File: src/rtl/kwdt_pkg.sv
package kwdt_pkg;
  localparam int DATA_W  = 8;
  localparam int NUM_SEL = 8;
  localparam int SEL_W   = $clog2(NUM_SEL);
  localparam logic [7:0] KEY_CTRL = 8'hA5;
  localparam logic [7:0] KEY_CNT  = 8'h5A;

  typedef struct packed {
    logic ctrlWr;
    logic cntWr;
    logic cfgWr;
    logic flagClr;
  } strobe_t;

  // log2 of the division ratio chosen by each select code
  function automatic int divLog(input int idx);
    case (idx)
      0: return 1;
      1: return 6;
      2: return 7;
      3: return 9;
      4: return 11;
      5: return 13;
      6: return 15;
      default: return 17;
    endcase
  endfunction
endpackage

File: src/rtl/kwdt_ctrl.sv
module kwdt_ctrl
  import kwdt_pkg::*;
(
  input  logic       clk,
  input  logic       rstN,
  input  logic [1:0] busAddr,
  input  logic       busWe,
  input  logic       busRe,
  input  logic [7:0] keyByte,
  input  logic       flagBit,
  input  logic       flag,
  output strobe_t    strb
);
  logic armed;
  logic atCtrl, atCfg, readHit;

  assign atCtrl  = (busAddr == 2'd0);
  assign atCfg   = (busAddr == 2'd2);
  assign readHit = busRe && atCtrl && flag;

  always_comb begin
    strb.ctrlWr  = busWe && atCtrl && (keyByte == KEY_CTRL);
    strb.cntWr   = busWe && atCtrl && (keyByte == KEY_CNT);
    strb.cfgWr   = busWe && atCfg  && (keyByte == KEY_CTRL);
    strb.flagClr = strb.ctrlWr && !flagBit && armed;
  end

  always_ff @(posedge clk) begin
    if (!rstN)              armed <= 1'b0;
    else if (strb.flagClr)  armed <= 1'b0;
    else if (readHit)       armed <= 1'b1;
  end


  arm_after_read_chk: assert property (@(posedge clk) disable iff (!rstN)
    (!armed && !readHit) |=> !strb.flagClr || !busWe || !armed);
endmodule

File: src/rtl/kwdt_dp.sv
module kwdt_dp
  import kwdt_pkg::*;
#(
  parameter int PRE_W = 17
) (
  input  logic              clk,
  input  logic              rstN,
  input  strobe_t           strb,
  input  logic [DATA_W-1:0] wrData,
  input  logic [1:0]        rdAddr,
  output logic [DATA_W-1:0] rdData,
  output logic              flag
);
  logic [PRE_W-1:0]  preCnt;
  logic [NUM_SEL-1:0] tickVec;
  logic [SEL_W-1:0]  clkSel;
  logic              enable;
  logic [1:0]        cfgHi;
  logic [DATA_W-1:0] cnt;
  logic              tick, wrap, disableWr;

  always_ff @(posedge clk) begin
    if (!rstN) preCnt <= '0;
    else       preCnt <= preCnt + 1'b1;
  end

  for (genvar g = 0; g < NUM_SEL; g++) begin : g_tick
    localparam int L = divLog(g);
    assign tickVec[g] = &preCnt[L-1:0];
  end

  assign tick      = tickVec[clkSel];
  assign disableWr = strb.ctrlWr && !wrData[5];
  assign wrap      = enable && tick && (cnt == '1) && !strb.cntWr && !disableWr;

  always_ff @(posedge clk) begin
    if (!rstN) begin
      enable <= 1'b0;
      clkSel <= '0;
      cfgHi  <= 2'b00;
      flag   <= 1'b0;
      cnt    <= '0;
    end else begin
      if (strb.ctrlWr) begin
        enable <= wrData[5];
        clkSel <= wrData[SEL_W-1:0];
      end
      if (strb.cfgWr) cfgHi <= wrData[7:6];
      if (wrap)              flag <= 1'b1;
      else if (strb.flagClr) flag <= 1'b0;
      if (!enable || disableWr) cnt <= '0;
      else if (strb.cntWr)      cnt <= wrData;
      else if (tick)            cnt <= cnt + 1'b1;
    end
  end

  always_comb begin
    case (rdAddr)
      2'd0:    rdData = {flag, 1'b0, enable, 2'b11, clkSel};
      2'd1:    rdData = cnt;
      2'd2:    rdData = {cfgHi, 6'h3F};
      default: rdData = 8'hFF;
    endcase
  end


  ovf_set_chk: assert property (@(posedge clk) disable iff (!rstN)
    (enable && tick && cnt == 8'hFF && !strb.cntWr && !strb.ctrlWr) |=> flag);

  dis_zero_chk: assert property (@(posedge clk) disable iff (!rstN)
    !enable |=> (cnt == '0));

  cnt_hold_chk: assert property (@(posedge clk) disable iff (!rstN)
    (enable && !tick && !strb.cntWr && !strb.ctrlWr) |=> $stable(cnt));

  flag_keep_chk: assert property (@(posedge clk) disable iff (!rstN)
    (flag && !strb.flagClr) |=> flag);

  no_set_chk: assert property (@(posedge clk) disable iff (!rstN)
    (!flag && !(enable && tick && cnt == 8'hFF)) |=> !flag);
endmodule

File: src/rtl/kwdt_top.sv
module kwdt_top
  import kwdt_pkg::*;
#(
  parameter int PRE_W = 17
) (
  input  logic        clk,
  input  logic        rstN,
  input  logic [1:0]  busAddr,
  input  logic        busWe,
  input  logic [15:0] busWdata,
  input  logic        busRe,
  output logic [7:0]  busRdata,
  output logic        ovfFlag
);
  strobe_t strb;
  logic    flag;

  kwdt_ctrl u_ctrl (
    .clk     (clk),
    .rstN    (rstN),
    .busAddr (busAddr),
    .busWe   (busWe),
    .busRe   (busRe),
    .keyByte (busWdata[15:8]),
    .flagBit (busWdata[7]),
    .flag    (flag),
    .strb    (strb)
  );

  kwdt_dp #(.PRE_W(PRE_W)) u_dp (
    .clk    (clk),
    .rstN   (rstN),
    .strb   (strb),
    .wrData (busWdata[7:0]),
    .rdAddr (busAddr),
    .rdData (busRdata),
    .flag   (flag)
  );

  assign ovfFlag = flag;
endmodule

File: config.mk
export PLATFORM = sky130hd
export DESIGN_NAME = kwdt_top
export DESIGN_NICKNAME = d
export VERILOG_FILES = /design/src/rtl/kwdt_pkg.sv /design/src/rtl/kwdt_ctrl.sv /design/src/rtl/kwdt_dp.sv /design/src/rtl/kwdt_top.sv
export SDC_FILE = /design/constraint.sdc
export NUM_CORES = 1
export LEC_CHECK = 0
export ABC_AREA = 1
export BUFFER_PORTS_ARGS = -buffer_cell sky130_fd_sc_hd__buf_2
export CAP_MARGIN = 20
export CORE_MARGIN = 2
export CORE_UTILIZATION = 41
export DETAILED_ROUTE_END_ITERATION = 10
export SYNTH_ARGS = -nofsm -noshare
export SYNTH_HDL_FRONTEND = slang
export SYNTH_SLANG_ARGS = --single-unit
File: constraint.sdc
create_clock -name clk -period 2.55 [get_ports clk]
set_clock_uncertainty 0.05 [all_clocks]
set_input_delay 0.1275 -clock clk [delete_from_list [all_inputs] [get_ports clk]]
set_output_delay 0.1275 -clock clk [all_outputs]
set_load 0.02 [all_outputs]
# After elaboration in Yosys (flattened, before gate mapping)
# Index checks and enable logic that the tools add are counted.
[classes] magnitude_cmp=1 n_bitwise=1 addsub=2 n_reduce_logical=32 mux=7 n_eq_ne=5
[ops] op="$pmux W8 S3" n=1
[ops] op="$add A17 B1 Y17 const B" n=1
[ops] op="$reduce_and A17 Y1" n=1
[ops] op="$eq A8 B8 Y1 const B" n=2
[ops] op="$mux W8" n=2
[ops] op="$reduce_and A15 Y1" n=1
[ops] op="$logic_and A1 B1 Y1" n=14
[ops] op="$reduce_and A13 Y1" n=1
[ops] op="$reduce_and A11 Y1" n=1
[ops] op="$reduce_and A9 Y1" n=1
[ops] op="$add A8 B1 Y8 const B" n=1
[ops] op="$eq A8 B7 Y1 const B" n=1
[ops] op="$reduce_and A7 Y1" n=1
[ops] op="$reduce_and A6 Y1" n=1
[ops] op="$logic_not A1 Y1" n=5
[ops] op="$lt A3 B4 Y1 const B" n=1
[ops] op="$reduce_bool A2 Y1" n=2
[ops] op="$reduce_or A2 Y1" n=2
[ops] op="$bmux W1 S3" n=1
[ops] op="$mux W1" n=3
[ops] op="$eq A2 B1 Y1 const B" n=1
[ops] op="$eq A2 B2 Y1 const B" n=1
[ops] op="$logic_not A2 Y1" n=1
[ops] op="$logic_or A1 B1 Y1" n=1
[ops] op="$not A1 Y1" n=1
[totals] register_bits=33 out_inout_bits=9 input_bits=22 wordCells=55

# Depth between registers and ports, before layout
[depth] ltp_word=8 depth_mapped=14 ltp_nobuf=14

# Modules after synthesis
# From an unflattened synthesis, not the netlist that was laid out.
[unflattened] hier_cells=285 area_unflattened_um2=1876.8
[by_module_without_submodules] module="kwdt_dp" seq_area_each_um2=640.6 area_per_inst_um2=1719.1 cells_per_inst=254 instances=1
[by_module_without_submodules] module="kwdt_ctrl" seq_area_each_um2=20.0 area_per_inst_um2=157.7 cells_per_inst=31 instances=1

# Least setup slack after synthesis
# OpenSTA, ideal clock, no wires.
[synth_timing] kind="register to register" from="register u_dp.preCnt[0]" to="register u_dp.cnt[0]" path_buffers=0 period_less_slack_ns=1.946 arrival_time_ns=1.826 required_ns=2.430 setup_ns=0.070 stages_incl_launch_ff=15 path_slack_ns=0.604 cell_sequence="dfxtp_1 ha_1 nand2_1 nor2_1 nand2_2 nor2_4 inv_1 nor4_1 ha_1 a21oi_1 nand2_2 nand3_4 nand3_4 nand2_1 a21oi_1"
[synth_between] elab_chain_cells=4 word_cells_on_any_way=10 cone_classes="mux: 2; reduce/logical: 8"
[synth_lines] element="start: declaration" line_no="kwdt_dp.sv:14" rtl="logic [PRE_W-1:0] preCnt;"
[synth_lines] element="start signal: assignment" line_no="kwdt_dp.sv:24" rtl="else preCnt <= preCnt + 1'b1;"
[synth_lines] element="$reduce_and A17 Y1, or another cell as far along" line_no="kwdt_dp.sv:29" rtl="assign tickVec[g] = &preCnt[L-1:0];"
[synth_lines] element="$bmux W1 S3 *" line_no="kwdt_dp.sv:32" rtl="assign tick = tickVec[clkSel];"
[synth_lines] element="$mux W1 (implied by the code) *" line_no="kwdt_dp.sv:32"
[synth_lines] element="$reduce_bool A2 Y1 (no source line) *"
[synth_lines] element="end signal: assignment" line_no="kwdt_dp.sv:52" rtl="else if (strb.cntWr) cnt <= wrData;"
[synth_lines] element="end signal: assignment" line_no="kwdt_dp.sv:53" rtl="else if (tick) cnt <= cnt + 1'b1;"
[synth_lines] element="end: declaration" line_no="kwdt_dp.sv:19" rtl="logic [DATA_W-1:0] cnt;"
# Every way passes the cells marked *; elsewhere a longest branch is shown, timed or not. The select of a mux whose other input is x is not followed.
# A chain may end at the register's enable or synchronous reset.

# Worst setup path in the final report
[layout_timing] from="register u_dp.preCnt[0]" to="register u_dp.cnt[1]"
# The elaborated chain is that of the path after synthesis.

==> results.md <==
- Arrival time of the worst setup path: around 2.4 ns
- Setup Fix Bufs, Post-CTS: 0
- Simple-Gate Fraction of Synth Area: 33.2%
- Overall power: ~1.1 mW
- Unrepaired setup endpoints after global routing: false
- TritonCTS clock tree: built
- Initial antenna violation count: 0
- Post-layout min period: between 2 and 2.5 ns
- Via/cell ratio: 5.03
- ANT cells: 0
- Number of port buffers: 30
- GRT Overall Usage: between 10% and 20%
- EDFF count, synth: 0
- Hpwl dp: 3.24 mm
- Most area-consuming cells after synthesis: dfxtp_1 35%, inv_1 9.4%, nand2_1 9.0%
- YS warnings: 0
- Drt initial violations: 75
- Worst-Skew Late Latency: between 0.2 and 0.3 ns
- Syn_area_per_cell: about 7.0 sq um
- Placed Cells: approximately 350
- Die ar.: 0.00515 sq mm
- Sink Count: 33
- Synth top area share: approximately a third
- Syn_nets: about 300
- Vias in the first global route: roughly 1600
- Global-route wire length before repair: about 7.3 mm
- Standard-cell row count: 24
- CP Class: flop to flop
- Worst EP required: around 2.7 ns
- Final Non-Filler Cells: around 360
- Reg2Reg Capture Point: u_dp.cnt[1]$_SDFFE_PP0P_
- Hold Path Depth: 3
- Final worst-path cycle share: a little under nine tenths
- Routed WL: ~4.2 mm
- TritonRoute pass-1 iters: 4
- Synthesized instance count: ~270
- Post_cts resized: 0
- Setup Viol. Count Final: 0
- Final Slew Violations: 0
- Clk root buf: clkbuf_8
- Setup_tns: 0 ns
- H-tree Lvls: 2
- Post-synthesis mux area share: 0%
- Clk slew on worst S/H paths: around 0.070 ns
- FFs w/ async S/R, synth: 0%
- Largest net degree at the start of global routing: 26
- Leading area contributor after synthesis: dfxtp_1
- Layout cells sized above 1: 17.7%
- FF-to-FF Start: u_dp.preCnt[0]$_SDFF_PN0_
- Post-DRT Antenna Nets: 0
- Hold EP: u_dp.cfgHi[0]$_SDFFE_PN0P_
- Leak: around 0.92 nW
- # nets final: 330
- Top cells by count, synth: 47 x inv_1, 45 x nand2_1, 33 x dfxtp_1
- VDD IR max: just over 0.2 mV
- Gpl congestion: between 0.8 and 0.9
- Netlist Area Pre-Place: approximately 0.0019 sq mm
- CTS max path bufs: 2
- Hold path start: busWdata[6]
- Sequential area share after synthesis: 35.1%
- R2r setup slk: 0.36 ns
- Hold buffers post-CTS: 0
- Crit-path max FO: 10
- Cell with the most instances after synthesis: inv_1
- Fin Hold WS: approximately 0.048 ns
- Ys flop type: dfxtp_1
- Type of the most critical hold path: primary input to flop
- Netlist cell types: 30
- Slew @ Worst Pin: between 0.3 and 0.4 ns
- I/O pin total: 31
- Synth Area in Compound Gates: between 10% and 20%
- Starting Density: 43.0%
- Cell area power density: 513 mW/mm^2
- Status: complete, no violations
- Main combinational cell family by area after synthesis: simple AND/OR/NAND/NOR gates
- WL/cell: around 12 um
- P&R area growth vs syn: 16.7%
- Clock buffer count from CTS: 5
- Die Ht: between 70 and 80 um
- Highest Clock Rate: about 460 MHz
- Max_cap viols: 0
- Register bit total from synthesis: 33
- FF-to-FF path depth: 14
- Post-synthesis xor/xnor area fraction: about 1.9%
- # DRC: 0
- Adder-Cell Fraction of Synth Area: 2.66%
- Setup crit start kind: flop
- Die width: between 70 and 80 um
- Placeable Area: approximately 0.0044 sq mm
- CP Capture Type: flop
- Max_slew headroom: between 70 and 80%
- Total grt overflow: 0
- Final Hold Violating Endpoints: 0
- Via count: 1797
cell usage in the layout, fill, tap and decap left out, types with 4 or more instances in the layout:
master,instances
ha_1,4
inv_1,47
nand2_2,5
clkbuf_8,6
a21oi_1,25
nand2_1,45
dfxtp_1,33
buf_2,30
nor2_1,18
o22ai_1,4
nand3_1,10
nand4_1,13
nor3_1,10
nor2_4,4
o21ai_0,23
how the worst max path moves through the flow:
stage	start	to	slack, ns	cells past startpoint
after floorplan	u_dp.preCnt[0]$_SDFF_PN0_	u_dp.cnt[0]$_SDFFE_PP0P_	0.60	14
after global placement	u_dp.preCnt[0]$_SDFF_PN0_	u_dp.cnt[5]$_SDFFE_PP0P_	0.44	14
after detailed placement	u_dp.preCnt[0]$_SDFF_PN0_	u_dp.cnt[7]$_SDFFE_PP0P_	0.34	14
after CTS	u_dp.preCnt[0]$_SDFF_PN0_	u_dp.cnt[7]$_SDFFE_PP0P_	0.32	14
after global routing	u_dp.preCnt[0]$_SDFF_PN0_	u_dp.cnt[4]$_SDFFE_PP0P_	0.14	14
final	u_dp.preCnt[0]$_SDFF_PN0_	u_dp.cnt[1]$_SDFFE_PP0P_	0.36	14
power by group:
part / internal, mW / switching (mW) / leakage (nW)
clock network: 0.319 / 0.194 / 0.0585
logic: 0.0333 / 0.0601 / 0.594
registers: 0.519 / 0.00286 / 0.266
registers in the layout, summed over array words and instances (netlist names):
name / count
u_ctrl.armed: 1
u_dp.cfgHi: 2
u_dp.clkSel: 3
u_dp.cnt: 8
u_dp.enable: 1
u_dp.flag: 1
u_dp.preCnt: 17
per-layer routing:
metal	track usage (%)	up-vias	wire, um
met5	0	-	0
met4	6.29	0	59
met3	4.64	5	173
met2	26.9	31	1840
met1	25.1	791	2150
li1	-	970	-
through the flow:
stage / setup WS [ns] / instance area [sq um] / util [%]
final: 0.361 / 2200 / 50.1
after global routing: 0.142 / 2200 / 50.1
after CTS: 0.322 / 2200 / 50.1
after detailed placement: 0.342 / 2080 / 47.5
after global placement: 0.439 / 2080 / 47.5
after floorplan: 0.604 / 1880 / -
cells by family after synthesis:
logic type / after synthesis
AOI/OAI and AO/OA: 59
xor gates and xnor gates: 4
buffers and inverters: 53
adders and majority gates: 4
and+or+nand+nor: 118
DFF: 33
area by class of cell:
cell class / count / area, sq um
clock buffers: 7 / 86.3
clock inverters: 1 / 30.0
fillers: 457 / 2190
inverters: 49 / 184
multi-input cells: 185 / 1020
flip-flops and latches: 33 / 661
well taps: 52 / 65.1
repair buffers: 30 / 150
critical path, cell delays in order (launching register included):
cell and delay (ns):
dfxtp_1 0.37, ha_1 0.21, nand2_1 0.08, nor2_1 0.12, nand2_2 0.11, nor2_4 0.13
inv_1 0.05, nor4_1 0.19, ha_1 0.20, a21oi_1 0.07, nand2_2 0.09, nand3_4 0.13
nand3_4 0.14, nand2_1 0.07, a21oi_1 0.12
Note: power is estimated with default switching activity, not from simulation.
